--- config.mk ---
export PLATFORM = sky130hd
export DESIGN_NAME = syn_row_walker
export DESIGN_NICKNAME = d
export VERILOG_FILES = /design/src/rtl/swk_pkg.sv /design/src/rtl/swk_entry_decode.sv /design/src/rtl/swk_row_unpack.sv /design/src/rtl/swk_skip_ctr.sv /design/src/rtl/swk_walk_ctrl.sv /design/src/rtl/syn_row_walker.sv
export SDC_FILE = /design/constraint.sdc
export NUM_CORES = 1
export LEC_CHECK = 0
export ABC_AREA = 1
export ABC_CLOCK_PERIOD_IN_PS = 1550
export BUFFER_PORTS_ARGS = -buffer_cell sky130_fd_sc_hd__buf_2
export CAP_MARGIN = 15
export CORE_MARGIN = 10
export CORE_UTILIZATION = 26
export CTS_CLUSTER_DIAMETER = 30
export DETAILED_ROUTE_END_ITERATION = 6
export SYNTH_ARGS = -nofsm -noshare
export SYNTH_HDL_FRONTEND = slang
export SYNTH_SLANG_ARGS = --single-unit
--- constraint.sdc ---
create_clock -name clk -period 1.55 [get_ports clk]
set_input_delay 0.155 -clock clk [delete_from_list [all_inputs] [get_ports clk]]
set_output_delay 0.155 -clock clk [all_outputs]
set_load 0.005 [all_outputs]
--- src/rtl/swk_pkg.sv ---
package swk_pkg;

    localparam logic [2:0] OPC_SYN = 3'b000;
    localparam logic [2:0] OPC_SPK = 3'b100;

    typedef enum logic [1:0] {
        ST_IDLE = 2'd0,
        ST_REQ  = 2'd1,
        ST_WAIT = 2'd2,
        ST_EMIT = 2'd3
    } walk_st_e;

endpackage

--- src/rtl/swk_entry_decode.sv ---
module swk_entry_decode
    import swk_pkg::*;
#(
    parameter int ENTRY_W = 32,
    parameter int TGT_W   = 17,
    parameter int WGT_W   = 16
) (
    input  logic [ENTRY_W-1:0] entry_i,
    output logic               is_syn_o,
    output logic               is_spk_o,
    output logic [TGT_W-1:0]   target_o,
    output logic [WGT_W-1:0]   weight_o
);
    localparam int OPC_LSB  = ENTRY_W - 3;
    localparam int SYN_AW   = OPC_LSB - WGT_W;

    logic [2:0]        opc;
    logic [SYN_AW-1:0] syn_addr;
    logic              mid_zero;

    always_comb begin
        opc      = entry_i[ENTRY_W-1:OPC_LSB];
        syn_addr = entry_i[OPC_LSB-1:WGT_W];
        mid_zero = (entry_i[OPC_LSB-1:TGT_W] == '0);
        is_syn_o = (opc == OPC_SYN);
        is_spk_o = (opc == OPC_SPK) && mid_zero;
        if (is_syn_o) begin
            target_o = TGT_W'(syn_addr);
            weight_o = entry_i[WGT_W-1:0];
        end else begin
            target_o = entry_i[TGT_W-1:0];
            weight_o = '0;
        end
    end
endmodule

--- src/rtl/swk_row_unpack.sv ---
module swk_row_unpack #(
    parameter int ROW_W   = 256,
    parameter int ENTRY_W = 32,
    parameter int TGT_W   = 17,
    parameter int WGT_W   = 16,
    parameter int LANES   = ROW_W / ENTRY_W,
    parameter int LANE_W  = $clog2(LANES)
) (
    input  logic [ROW_W-1:0]  row_i,
    input  logic [LANE_W-1:0] lane_i,
    output logic              is_syn_o,
    output logic              is_spk_o,
    output logic [TGT_W-1:0]  target_o,
    output logic [WGT_W-1:0]  weight_o
);
    logic [LANES-1:0]             syn_v;
    logic [LANES-1:0]             spk_v;
    logic [LANES-1:0][TGT_W-1:0]  tgt_v;
    logic [LANES-1:0][WGT_W-1:0]  wgt_v;

    for (genvar g = 0; g < LANES; g++) begin : g_lane
        swk_entry_decode #(
            .ENTRY_W (ENTRY_W),
            .TGT_W   (TGT_W),
            .WGT_W   (WGT_W)
        ) u_dec (
            .entry_i  (row_i[g*ENTRY_W +: ENTRY_W]),
            .is_syn_o (syn_v[g]),
            .is_spk_o (spk_v[g]),
            .target_o (tgt_v[g]),
            .weight_o (wgt_v[g])
        );
    end

    always_comb begin
        is_syn_o = syn_v[lane_i];
        is_spk_o = spk_v[lane_i];
        target_o = tgt_v[lane_i];
        weight_o = wgt_v[lane_i];
    end
endmodule

--- src/rtl/swk_skip_ctr.sv ---
module swk_skip_ctr #(
    parameter int SKIP_W = 16
) (
    input  logic              clk,
    input  logic              rst_n,
    input  logic              inc_i,
    output logic [SKIP_W-1:0] count_o
);
    logic [SKIP_W-1:0] cnt_d, cnt_q;

    always_comb begin
        cnt_d = cnt_q;
        if (inc_i && (cnt_q != '1)) begin
            cnt_d = cnt_q + 1'b1;
        end
    end

    always_ff @(posedge clk) begin
        if (!rst_n) begin
            cnt_q <= '0;
        end else begin
            cnt_q <= cnt_d;
        end
    end

    assign count_o = cnt_q;
endmodule

--- src/rtl/swk_walk_ctrl.sv ---
module swk_walk_ctrl
    import swk_pkg::*;
#(
    parameter int CNT_W  = 9,
    parameter int ADDR_W = 23,
    parameter int ROW_W  = 256,
    parameter int LANES  = 8,
    parameter int LANE_W = $clog2(LANES)
) (
    input  logic              clk,
    input  logic              rst_n,
    input  logic              ptr_valid_i,
    output logic              ptr_ready_o,
    input  logic [CNT_W-1:0]  ptr_cnt_i,
    input  logic [ADDR_W-1:0] ptr_start_i,
    output logic              rd_req_valid_o,
    input  logic              rd_req_ready_i,
    output logic [ADDR_W-1:0] rd_req_addr_o,
    input  logic              rd_rsp_valid_i,
    input  logic [ROW_W-1:0]  rd_rsp_data_i,
    output logic [ROW_W-1:0]  row_o,
    output logic [LANE_W-1:0] lane_o,
    input  logic              lane_take_i,
    output logic              ev_valid_o,
    input  logic              ev_ready_i,
    output logic              skip_inc_o,
    output logic              done_o
);
    localparam logic [LANE_W-1:0] LAST_LANE = LANE_W'(LANES - 1);
    localparam logic [CNT_W-1:0]  ONE_ROW   = CNT_W'(1);

    typedef struct packed {
        walk_st_e          st;
        logic [ADDR_W-1:0] addr;
        logic [CNT_W-1:0]  rem;
        logic [LANE_W-1:0] lane;
        logic [ROW_W-1:0]  row;
        logic              done;
    } ctl_t;

    ctl_t s_d, s_q;
    logic lane_adv;

    always_comb begin
        s_d            = s_q;
        s_d.done       = 1'b0;
        ptr_ready_o    = 1'b0;
        rd_req_valid_o = 1'b0;
        ev_valid_o     = 1'b0;
        skip_inc_o     = 1'b0;
        lane_adv       = 1'b0;
        case (s_q.st)
            ST_IDLE: begin
                ptr_ready_o = 1'b1;
                if (ptr_valid_i) begin
                    if (ptr_cnt_i == '0) begin
                        s_d.done = 1'b1;
                    end else begin
                        s_d.st   = ST_REQ;
                        s_d.addr = ptr_start_i;
                        s_d.rem  = ptr_cnt_i;
                    end
                end
            end
            ST_REQ: begin
                rd_req_valid_o = 1'b1;
                if (rd_req_ready_i) begin
                    s_d.st = ST_WAIT;
                end
            end
            ST_WAIT: begin
                if (rd_rsp_valid_i) begin
                    s_d.row  = rd_rsp_data_i;
                    s_d.lane = '0;
                    s_d.st   = ST_EMIT;
                end
            end
            ST_EMIT: begin
                ev_valid_o = lane_take_i;
                skip_inc_o = !lane_take_i;
                lane_adv   = !lane_take_i || ev_ready_i;
                if (lane_adv) begin
                    if (s_q.lane == LAST_LANE) begin
                        if (s_q.rem == ONE_ROW) begin
                            s_d.st   = ST_IDLE;
                            s_d.done = 1'b1;
                        end else begin
                            s_d.rem  = s_q.rem - 1'b1;
                            s_d.addr = s_q.addr + 1'b1;
                            s_d.st   = ST_REQ;
                        end
                    end else begin
                        s_d.lane = s_q.lane + 1'b1;
                    end
                end
            end
            default: begin
                s_d.st = ST_IDLE;
            end
        endcase
    end

    always_ff @(posedge clk) begin
        if (!rst_n) begin
            s_q <= '0;
        end else begin
            s_q <= s_d;
        end
    end

    assign rd_req_addr_o = s_q.addr;
    assign row_o         = s_q.row;
    assign lane_o        = s_q.lane;
    assign done_o        = s_q.done;
endmodule

--- src/rtl/syn_row_walker.sv ---
module syn_row_walker #(
    parameter int PTR_W   = 32,
    parameter int ADDR_W  = 23,
    parameter int ROW_W   = 256,
    parameter int ENTRY_W = 32,
    parameter int TGT_W   = 17,
    parameter int WGT_W   = 16,
    parameter int SKIP_W  = 16
) (
    input  logic               clk,
    input  logic               rst_n,
    input  logic               ptr_valid,
    output logic               ptr_ready,
    input  logic [PTR_W-1:0]   ptr_word,
    output logic               rd_req_valid,
    input  logic               rd_req_ready,
    output logic [ADDR_W-1:0]  rd_req_addr,
    input  logic               rd_rsp_valid,
    input  logic [ROW_W-1:0]   rd_rsp_data,
    output logic               ev_valid,
    input  logic               ev_ready,
    output logic               ev_kind,
    output logic [TGT_W-1:0]   ev_target,
    output logic [WGT_W-1:0]   ev_weight,
    output logic               walk_done,
    output logic [SKIP_W-1:0]  skip_count
);
    localparam int CNT_W  = PTR_W - ADDR_W;
    localparam int LANES  = ROW_W / ENTRY_W;
    localparam int LANE_W = $clog2(LANES);

    logic [CNT_W-1:0]  ptr_cnt;
    logic [ADDR_W-1:0] ptr_start;
    logic [ROW_W-1:0]  row_q;
    logic [LANE_W-1:0] lane_q;
    logic              lane_syn;
    logic              lane_spk;
    logic              skip_inc;

    assign ptr_cnt   = ptr_word[PTR_W-1:ADDR_W];
    assign ptr_start = ptr_word[ADDR_W-1:0];

    swk_walk_ctrl #(
        .CNT_W  (CNT_W),
        .ADDR_W (ADDR_W),
        .ROW_W  (ROW_W),
        .LANES  (LANES),
        .LANE_W (LANE_W)
    ) u_ctrl (
        .clk            (clk),
        .rst_n          (rst_n),
        .ptr_valid_i    (ptr_valid),
        .ptr_ready_o    (ptr_ready),
        .ptr_cnt_i      (ptr_cnt),
        .ptr_start_i    (ptr_start),
        .rd_req_valid_o (rd_req_valid),
        .rd_req_ready_i (rd_req_ready),
        .rd_req_addr_o  (rd_req_addr),
        .rd_rsp_valid_i (rd_rsp_valid),
        .rd_rsp_data_i  (rd_rsp_data),
        .row_o          (row_q),
        .lane_o         (lane_q),
        .lane_take_i    (lane_syn | lane_spk),
        .ev_valid_o     (ev_valid),
        .ev_ready_i     (ev_ready),
        .skip_inc_o     (skip_inc),
        .done_o         (walk_done)
    );

    swk_row_unpack #(
        .ROW_W   (ROW_W),
        .ENTRY_W (ENTRY_W),
        .TGT_W   (TGT_W),
        .WGT_W   (WGT_W),
        .LANES   (LANES),
        .LANE_W  (LANE_W)
    ) u_unpack (
        .row_i    (row_q),
        .lane_i   (lane_q),
        .is_syn_o (lane_syn),
        .is_spk_o (lane_spk),
        .target_o (ev_target),
        .weight_o (ev_weight)
    );

    assign ev_kind = lane_spk;

    swk_skip_ctr #(
        .SKIP_W (SKIP_W)
    ) u_skip (
        .clk     (clk),
        .rst_n   (rst_n),
        .inc_i   (skip_inc),
        .count_o (skip_count)
    );
endmodule

-- Yosys cells after proc, flatten, opt, wreduce, memory -nomap -nowiden
Index checks and enable logic that the tools add are counted.
- reductions and logical operators: 35
- add/subtract/negate cells: 4
- bitwise logic cells: 1
- magnitude comparators: 1
- equal/unequal tests: 22
- mux-type cells: 47
- operators by type and width (cell ; count):
    259-bit two-way mux ; 1
    17-bit two-way mux ; 9
    16-bit two-way mux ; 9
    34-bit two-way mux ; 3
    12-bit logical NOT ; 8
    32-bit one-hot mux with 2 select lines ; 1
    17-bit binary-select mux with 3-bit select ; 1
    16-bit binary-select mux with 3-bit select ; 1
    37-bit two-way mux ; 1
    32-bit two-way mux ; 1
    3-bit equality test, second input constant ; 9
    3-bit logical NOT ; 8
    23-bit by 1-bit adder with 23-bit output, second input constant ; 1
    16-bit by 1-bit adder with 16-bit output, second input constant ; 1
    16-bit != test, second input constant ; 1
    1-bit two-way mux ; 12
    2-bit != test, second input constant ; 6
    6-bit AND reduction ; 2
    9-bit by 1-bit equality test with 1-bit output, second input constant ; 1
    1-bit logical AND ; 9
    9-bit logical NOT ; 1
    9-bit by 1-bit subtractor with 9-bit output, second input constant ; 1
    2-bit one-hot mux with 4 select lines ; 1
    1-bit binary-select mux with 3-bit select ; 2
    16 further kinds ; 20
- register bits: 310
- input port bits: 294
- word-level logic and storage cells: 117
- output and inout bits: 77

-- Logic depth before layout (Yosys ltp)
Gate-level depths: netlist of run 1.
- depth in word-level cells: 9
- mapped depth: 14
- mapped depth without buffers: 13

-- Cells and area by module
From an unflattened synthesis of run 1, not the netlist that was laid out.
- cell total of the unflattened synthesis: 3728
- area total of the unflattened synthesis: 23572.6 um^2
- by module, submodules not included (module ; area each (um^2) ; cells each ; instances ; seq. area each (um^2)):
    swk_walk_ctrl ; 13648.1 ; 1861 ; 1 ; 5885.6
    swk_row_unpack ; 4763.3 ; 931 ; 1 ; 0.0
    swk_entry_decode ; 519.2 ; 98 ; 8 ; 0.0
    swk_skip_ctr ; 996.0 ; 149 ; 1 ; 320.3
    syn_row_walker ; 11.3 ; 3 ; 1 ; 0.0

-- Worst setup path after synthesis of run 1
No wires, ideal clock.
- path type: register -> register
- start point: register u_skip.cnt_q[0], in the netlist u_skip.count_o[0]
- end point: register u_skip.cnt_q[1], in the netlist u_skip.count_o[1]
- cell stages (with the launch flop): 10
- required time: 1434 ps
- data arrival time: 1644 ps
- period minus slack after synthesis: 1760 ps
- slack: -210 ps
- buffers on the path: 1
- library setup time: 116 ps
- path through: dfxtp_1 -> ha_1 -> nand2_1 -> nor3_2 -> nand2_1 -> o31ai_1 -> nor2_1 -> buf_4 -> o21ai_0 -> nor2_1
- longest elaborated chain between the ends: 2
- elaborated cells on any way between the ends: 3
- those cells by class: add/sub (1); eq/ne (1); reduce/logical (1)
- ends and longest elaborated chain (element ; RTL line ; text):
    from (decl) ; swk_skip_ctr.sv:9 ; logic [SKIP_W-1:0] cnt_d, cnt_q;
    from (signal assigned) ; swk_skip_ctr.sv:22 ; cnt_q <= cnt_d;
    parallel branches: the longest is 2 deep, another holds 16-bit by 1-bit adder with 16-bit output ; -- ;
Parallel ways; which one is timed is not known.
A chain may end at the register's enable or synchronous reset.

-- Worst setup path after layout of run 1
- start point: register u_ctrl.s_q, in the netlist u_ctrl.lane_o[0]
- end point: output ev_weight[12]
- longest elaborated chain between the ends: 2
- ends and longest elaborated chain (element ; RTL line ; text):
    from (decl) ; swk_walk_ctrl.sv:41 ; ctl_t s_d, s_q;
    from (signal assigned) ; swk_walk_ctrl.sv:105 ; s_q <= '0;
    from (signal assigned) ; swk_walk_ctrl.sv:107 ; s_q <= s_d;
    16-bit binary-select mux with 3-bit select ; swk_row_unpack.sv:39 ; weight_o = wgt_v[lane_i];
    16-bit two-way mux (implied by the code) ; swk_row_unpack.sv:39 ;
    to (decl) ; syn_row_walker.sv:24 ; output logic [WGT_W-1:0] ev_weight,
Every way passes these cells. The select of a mux whose other input is x is not followed.

==> results.yml, run 1 <==
route:
  wl_um: 86500
  drc: 0
  vias: 22400
  topRoutingLayerUsed: "met5"
  initialDrtViolationCount: 1933
  met1Wirelength_um: 35400
  routed-wl-met3_um: 6360
  wl_per_cell_um: 18.9
  dr_wl_met2_um: 40500
  vias_per_cell: 4.89
  first_pass_iters: 6
  ant_nets: 0
sta:
  tightest_slew_ps: 480
  hold_viol: 0
  setup_viol: 111
  slew_headroom_pct: 67.7
  fin_ws_ps: -1020
  rsz0062_at_grt: "true"
  fin_crit_sh_pct: 166
  achievable-frequency_ghz: 0.388
  slew_violations: 0
  fin_skew_ps: 26.6
  min_period_ps: 2570
  hold_slack_ps: 35.1
floorplanning:
  coreArea_sq_um: 61900
  die_w_um: 271
  row_count: 91
  io_pins: 371
  die-area_sq_um: 73300
  initial_core_util_pct: 26.4
  die_h_um: 271
cts:
  cts_max_level: 3
  cts_buffers: 84
  clock_path_buffers: 3
  cts_tree: "built"
  cts_sinks: 310
  clk_latency_ps: 630
  cts.clk_slew.worst_paths_ps: 40
  clockRootBuffer: "clkbuf_16"
yosys:
  synth_area_leaders: "dfxtp_1 (38%), nor2_1 (15%), o21ai_0 (12%)"
  yosysTopAreaCell: "dfxtp_1"
  synth_edf_count: 0
  async_flop_share_pct: 0
  synth_cell_type_count: 42
  yosysMostFrequentCell: "nor2_1"
  yosys_warnings: 0
  synth.ff_latch_count: 310
  synth_area_per_cell_sq_um: 6.49
  synth_ff_type: "dfxtp_1"
  netlist_instances: 2517
  yosysSeqAreaShare_pct: 38.0
  syn-cell-area_sq_um: 16300
  mappedNetlistNets: 2821
  yosys-top-cells-count: "nor2_1 (659), o21ai_0 (404), dfxtp_1 (310), nand2_1 (288), nand3_1 (153)"
  yosysTopAreaCellShare_pct: 38.0
worst_setup_path:
  worstPathRequired_ps: 1390
  reg2regPathDepth: 16
  reg2reg_slack_ps: -710
  r2r-end: "u_ctrl.s_q[293]"
  cp_data_arrival_time_ps: 2420
  critical_path.top_delay_family: "buffers and inverters"
  cp_max_fo: 17
  max_stage_delay_ps: 440
  path_class: "reg2out"
  critical_path.cell_chain: "buf_4 -> buf_12 -> nand2_2 -> buf_4 -> a31oi_1 -> o21ai_0 -> nor2_1 -> a21oi_1 -> buf_4 -> buf_2"
  critical_path_buf_inv_count: 5
  end_kind: "primary output"
  start_kind: "register"
  cp_common_cell: "buf_4"
  r2r-start: "u_ctrl.lane_o[0]"
  cp_slowest_cell: "dfxtp_4"
grt:
  antenna_found_initial: 2
  grt_util_all_layers_pct: 22.4
  grt_max_degree: 116
  grt_pass1_wl_um: 129000
  grt_overflow: 0
  first_global_vias: 22300
hold_path:
  hp-start: "ptr_word[17]"
  hold_path.class: "in2reg"
  min_to: "u_ctrl.rd_req_addr_o[17]"
  hold_path_depth: 6
finish:
  synthToLayoutAreaGrowth_pct: 90.5
  fin_util_pct: 50.3
  layout.nets: 3973
  fill_cells: 5886
  drive_gt1_share_pct: 38.0
  final_cells: 4577
  design_area_sq_um: 31100
run_status:
  status: "finished with violations"
  violations: "setup timing"
placement:
  portBuffers: 370
  globalplace.congestion: 1.00
  dp_hpwl_um: 62700
  placedCellCount: 4085
  placed_area_sq_um: 23100
power_and_ir_drop:
  ir_drop_v: 0.00104
  p_leak_nw: 13.6
  power_density_nw_per_um2: 1960
job:
  max_cap_viol_count: 0
-- stage by stage --
step	TNS (ps)	worst slack [ps]	total power, W
finish	-67480	-1020	0.0611
global placement	-73170	-762	0.0359
detailed placement	-79190	-783	0.0360
floorplan	-1630	-114	0.0227
global route	-81580	-1090	0.0638
CTS	-80490	-987	0.0594
-- area by class of cell --
type                    instances  area [sq um]  area share [%]
diodes                          1          2.50         0.00804
clock buffers                 114          2420            7.76
clock inverters                42           539            1.73
inverters                     125           518            1.66
multi-input cells            1876         10100            32.4
flip-flops and latches        310          6240            20.0
well taps                     837          1050            3.36
repair buffers               1271         10300            33.0
repair inverters                1          11.3          0.0362
-- metal layers --
metal | vias to the layer above | GRT usage [%]
met2 | 1017 | 37.1
met5 | - | 0
met1 | 10400 | 27.1
li1 | 10700 | -
met4 | 2 | 10.3
met3 | 239 | 5.00
-- state kept, by name, summed over array words and instances (netlist names) --
| signal | count |
|---|---|
| u_ctrl.done_o | 1 |
| u_ctrl.lane_o | 3 |
| u_ctrl.rd_req_addr_o | 23 |
| u_ctrl.row_o | 256 |
| u_ctrl.s_q | 11 |
| u_skip.count_o | 16 |
-- worst max-delay path by stage --
stage | from | endpoint | slack [ps] | cells past startpoint
detailed placement | u_ctrl.row_o[125] | ev_target[9] | -780 | 10
global placement | u_ctrl.row_o[125] | ev_target[9] | -760 | 10
global route | u_ctrl.lane_o[0] | ev_weight[12] | -1090 | 10
CTS | u_ctrl.lane_o[0] | ev_weight[11] | -990 | 10
finish | u_ctrl.lane_o[0] | ev_weight[12] | -1020 | 10
floorplan | u_skip.count_o[1] | u_skip.count_o[0] | -110 | 9
-- cells by family after synthesis --
family                   count (synthesis)  share of synthesized area [%]
AND/OR/NAND/NOR                       1174                           29.2
AO/OA/AOI/OAI                          666                           22.2
buffers and inverters                  332                           8.57
flip-flops                             310                           38.0
XOR/XNOR                                24                           1.29
adder cells (fa/ha/maj)                 10                          0.765
multiplexers                             1                         0.0612
-- worst reg2reg max path, cell delays in order, from the launching register on --
cell,delay (ps)
dfxtp_4,440
buf_6,240
buf_6,130
nand3_2,60
nor2_1,90
nand2_1,80
nand3_2,110
nand3_4,110
nand3_4,130
buf_6,110
nand3_4,100
buf_4,160
buf_6,120
nand2_2,80
nand2_1,70
nand2_1,70
nor2_1,40
-- what timing repair did --
| action | in CTS | in global routing |
|---|---|---|
| endpoints found under the hold margin | 288 | 3 |
| setup buffers | 35 | 5 |
| setup endpoints to repair | 340 | 342 |
| hold buffers | 283 | 3 |
| pin swaps | 87 | 47 |
| gates cloned | 15 | 1 |
| resized for setup | 382 | 101 |
-- report_power, final --
group | total [W] | leakage (nW) | internal, W | switching (W)
Sequential | 0.0113 | 2.54 | 0.00983 | 0.00145
Combinational | 0.0320 | 9.64 | 0.0148 | 0.0172
Clock | 0.0178 | 1.41 | 0.0123 | 0.00554
-- cells in the final DEF (no fill, tap or decap), drive strengths merged, types with 16 or more instances in the layout --
cell type	instances
a31oi	22
nand3	158
o21ai	404
o211ai	19
a21oi	152
dlygate4sd3	286
inv	129
o221ai	16
buf	980
o22ai	19
nand2	294
clkinv	17
clkbuf	115
nor3	36
dfxtp	310
xor2	17
nor2	661
Note: power is estimated with default switching activity, not from simulation.
==> run 2, diff against run 1 <==
Settings changed: BUFFER_PORTS_ARGS -buffer_cell sky130_fd_sc_hd__buf_2 to -buffer_cell sky130_fd_sc_hd__buf_4.
==> results.yml, run 2 (same netlist as run 1, synthesis figures left out) <==
run_status:
  status: "finished with violations"
  violations: "setup timing"
sta:
  rsz0062_at_grt: "true"
  slew_headroom_pct: 67.8
  achievable-frequency_ghz: 0.396
  slew_violations: 0
  fin_ws_ps: -974
  setup_viol: 188
  fin_crit_sh_pct: 163
  tightest_slew_ps: 475
  hold_viol: 0
  min_period_ps: 2520
  fin_skew_ps: 36.3
worst_setup_path:
  cp_data_arrival_time_ps: 2370
  r2r-start: "u_ctrl.lane_o[0]"
  path_class: "reg2out"
  reg2regPathDepth: 16
  cp_max_fo: 7
  worstPathRequired_ps: 1390
  reg2reg_slack_ps: -880
  start_kind: "register"
  end_kind: "primary output"
  r2r-end: "u_ctrl.s_q[265]"
grt:
  grt_util_all_layers_pct: 21.8
  antenna_found_initial: 3
  met1_usage_pct: 26.6
  grt_overflow: 0
  first_global_vias: 21800
  grt.met2_usage_pct: 36.2
  grtUsageMet3_pct: 4.46
  grt_pass1_wl_um: 125000
  top_usage_layer: "met2"
  grt_max_degree: 102
cts:
  cts_buffers: 83
  cts_max_level: 3
  clock_path_buffers: 3
  cts.clk_slew.worst_paths_ps: 50
  cts_tree: "built"
  clk_latency_ps: 630
  cts_sinks: 310
  clockRootBuffer: "clkbuf_16"
floorplanning:
  initial_core_util_pct: 26.4
  die_w_um: 271
  row_count: 91
  coreArea_sq_um: 61900
  io_pins: 371
  die-area_sq_um: 73300
  die_h_um: 271
finish:
  multi_input_area_sq_um: 10200
  final_cell_mix: "buf_4 (828), nor2_1 (631), o21ai_0 (314), dlygate4sd3_1 (290), dfxtp_1 (287)"
  layout.nets: 3957
  drive_gt1_share_pct: 37.9
  largest_register_ffs: 256
  final-seq-area_sq_um: 6240
  fill_cells: 5755
  layout_commonest_cell: "buf_4"
  synthToLayoutAreaGrowth_pct: 96.9
  final_cells: 4559
hold_path:
  hold_path_depth: 6
  min_to: "u_ctrl.s_q[267]"
  hp-start: "ptr_word[30]"
  hold_path.class: "in2reg"
power_and_ir_drop:
  ir_drop_v: 0.00117
  power_density_nw_per_um2: 1970
  p_leak_nw: 13.8
job:
  max_cap_viol_count: 0
placement:
  portBuffers: 370
  place_ws_ps: -687
  dp_hpwl_um: 62200
  globalplace.congestion: 0.974
  placedCellCount: 4059
route:
  wl_per_cell_um: 18.7
  first_pass_iters: 6
  drc: 0
  vias: 21900
  wl_um: 85200
  initialDrtViolationCount: 1837
  vias_per_cell: 4.79
  ant_nets: 0
==> run 2: changes by cell type in the layout (fill, tap and decap cells not counted), sizes merged, moves of 6 or more <==
cell	change
clkinvlp	-6
clkinv	+10
bufinv	+6
clkbuf	-8
buf	-17
==> run 2: layout make-up <==
cell class	count	share of cell area, %
clock buffers	104	7.14
inverters	125	1.62
flip-flops and latches	310	19.4
multi-input cells	1875	31.7
repair buffers	1258	34.6
well taps	837	3.25
diodes	1	0.00777
clock inverters	49	2.26
==> run 2: repair_timing <==
item | in CTS | in global routing
endpoints found under the setup margin | 340 | 345
hold buffers | 290 | 0
hold endpoints to repair | 298 | 0
gates cloned | 8 | 5
setup buffers | 28 | 31
resized for setup | 344 | 197
pin swaps | 67 | 82
==> run 2: worst max path at each step <==
stage                 startpoint                       end  slack, ps
6_report        u_ctrl.row_o[94]              ev_target[1]       -970
5_1_grt         u_ctrl.row_o[94]              ev_target[4]      -1080
4_1_cts         u_ctrl.lane_o[0]              ev_target[9]      -1010
3_5_place_dp    u_ctrl.lane_o[0]  u_ctrl.rd_req_addr_o[18]       -690
3_3_place_gp    u_ctrl.lane_o[0]  u_ctrl.rd_req_addr_o[18]       -690
2_1_floorplan  u_skip.count_o[1]         u_skip.count_o[0]       -110
==> run 2: where the power goes <==
part / switching (W) / leakage (nW) / internal [W]
Clock: 0.00552 / 1.46 / 0.0128
Sequential: 0.00151 / 2.54 / 0.00983
Combinational: 0.0175 / 9.84 / 0.0161
Total: 0.0246 / 13.8 / 0.0387
==> run 2: per-layer routing <==
| layer | share of wire (%) | up-vias | routed length (um) |
|---|---|---|---|
| met5 | 0.0082 | - | 7 |
| met4 | 4.9 | 2 | 4160 |
| met3 | 7.1 | 214 | 6040 |
| met2 | 47 | 877 | 39800 |
| met1 | 41 | 10100 | 35100 |
| li1 | - | 10700 | - |
==> run 2: worst max-delay path, stage by stage (launching register included) <==
cell and delay [ps]:
dfxtp_2 330, nor2_4 130, nand2_4 100, buf_12 150, buf_4 130, o21ai_0 240, o211ai_1 150, o21ai_1 250
o21ai_2 120, buf_4 150
==> run 2: metrics by stage <==
stage	hold slack (ps)	power (W)	utilization (%)	instance area (sq um)	TNS, ps
4_1_cts	49.4	0.0601	50.3	31200	-73850
5_1_grt	114	0.0662	52.0	32200	-99940
3_5_place_dp	410	0.0366	38.5	23800	-69220
3_3_place_gp	407	0.0365	38.5	23800	-69430
6_report	77.1	0.0633	52.0	32200	-75550
2_1_floorplan	297	0.0227	-	16600	-1630
==> run 3, diff against run 2 <==
Settings changed: CORE_UTILIZATION 26 to 39, GPL_TIMING_DRIVEN from default to 0, HOLD_SLACK_MARGIN from default to 0.08.
==> results.yml, run 3 (same netlist as run 1, synthesis figures left out) <==
grt:
  antenna_found_initial: 4
  grt_max_degree: 13
  grt_util_all_layers_pct: 35.7
  first_global_vias: 21900
  top_usage_layer: "met2"
  grt_overflow: 0
  met1_usage_pct: 42.5
  grt.met2_usage_pct: 58.6
  grtUsageMet3_pct: 7.73
  grt_pass1_wl_um: 137000
sta:
  tightest_slew_ps: 1030
  slew_violations: 0
  hold_viol: 0
  slew_headroom_pct: 31.2
  rsz0062_at_grt: "true"
  setup_viol: 335
  tns_ps: -104770
  fin_ws_ps: -1100
  fin_crit_sh_pct: 171
  fin_skew_ps: 27.2
  achievable-frequency_ghz: 0.377
  min_period_ps: 2650
worst_setup_path:
  start_kind: "register"
  end_kind: "primary output"
  cp_max_fo: 6
  path_class: "reg2out"
  worstPathRequired_ps: 1390
  cp_data_arrival_time_ps: 2500
power_and_ir_drop:
  ir_drop_v: 0.00117
  p_leak_nw: 12.2
  finalPower_w: 0.0615
  power_density_nw_per_um2: 2080
route:
  vias_per_cell: 5.70
  first_pass_iters: 6
  ant_nets: 0
  initialDrtViolationCount: 2343
  wl_per_cell_um: 24.6
  vias: 22500
  drc: 0
  wl_um: 97200
floorplanning:
  die_w_um: 225
  die_h_um: 225
  coreArea_sq_um: 41100
  initial_core_util_pct: 39.8
  die-area_sq_um: 50500
  row_count: 74
  io_pins: 371
placement:
  place_ws_ps: -1490
  globalplace.congestion: 1.01
  portBuffers: 369
  dp_hpwl_um: 65800
  placedCellCount: 3418
finish:
  layout.nets: 3656
  layout_commonest_cell: "nor2_1"
  final_cell_mix: "nor2_1 (622), buf_4 (441), dlygate4sd3_1 (292), dfxtp_1 (291), o21ai_0 (288)"
  drive_gt1_share_pct: 32.8
  final_cells: 3953
  largest_register_ffs: 256
  synthToLayoutAreaGrowth_pct: 81.0
cts:
  clockRootBuffer: "clkbuf_16"
  cts_max_level: 3
  clk_latency_ps: 630
  cts_tree: "built"
  cts_buffers: 81
  cts.clk_slew.worst_paths_ps: 50
  clock_path_buffers: 3
  cts_sinks: 310
job:
  max_cap_viol_count: 0
run_status:
  violations: "setup timing"
  status: "finished with violations"
hold_path:
  hold_path.class: "in2reg"
-- run 3: cell count changes in the layout (fill, tap and decap cells not counted), sizes merged --
cell,change
buf,-416
clkbuf,+107
inv,+5
bufinv,-3
clkinvlp,+3
diode,+3
dlygate4sd3,+2
bufbuf,-1
clkinv,-1
-- run 3: worst max-delay path, cell delays in order (launching register included) --
cell	delay [ps]
dfxtp_4	400
inv_8	50
buf_4	140
buf_16	140
clkbuf_16	170
a21oi_2	100
o21ai_1	70
o211ai_1	220
o21ai_2	160
o21ai_2	260
buf_4	160
-- run 3: power by group --
group	switching (W)	internal, W	total [W]
logic	0.0183	0.0135	0.0318
registers	0.00233	0.00984	0.0122
clock network	0.00568	0.0119	0.0176
total	0.0263	0.0352	0.0615
-- run 3: path summary, 6_finish.rpt --
| kind | slack [ps] | to | depth (start not counted) | from |
|---|---|---|---|---|
| worst max-delay path | -1100 | ev_target[1] | 10 | u_ctrl.lane_o[0] |
| worst max register to register | -870 | u_skip.count_o[10] | 17 | u_ctrl.lane_o[0] |
| worst min-delay path | 180 | u_skip.count_o[15] | 3 | rst_n |
| worst min register to register | 470 | u_ctrl.row_o[44] | 2 | u_ctrl.row_o[44] |
-- run 3: area by class of cell --
class	instances	area (sq um)
buffer	205	1860
sequential	310	6240
tap	532	666
clock inverter	53	711
multi-input combinational	1875	10500
timing repair buffer	754	6900
inverter	125	515
antenna	4	10.0
fill	2947	11500
clock buffer	95	2160
-- run 3: metal layers --
metal | wire (um) | part of all wire, % | vias up
li1 | - | - | 10100
met1 | 37400 | 39 | 10700
met2 | 45000 | 46 | 1341
met3 | 8620 | 8.9 | 353
met4 | 6120 | 6.3 | 0
met5 | 0 | 0 | -
-- run 3: metrics by stage --
step | hold WS, ps | util [%] | instance area (sq um)
finish | 181 | 72.0 | 29600
global route | 164 | 72.0 | 29600
CTS | 124 | 66.8 | 27500
detailed placement | 411 | 48.7 | 20000
global placement | 407 | 48.7 | 20000
floorplan | 297 | - | 16600
-- run 3: what timing repair did --
action	CTS	global route
hold buffers	292	0
pin swaps	45	112
gates cloned	4	15
setup endpoints to repair	347	346
hold endpoints to repair	291	0
resized for setup	472	447
buffers inserted	25	50
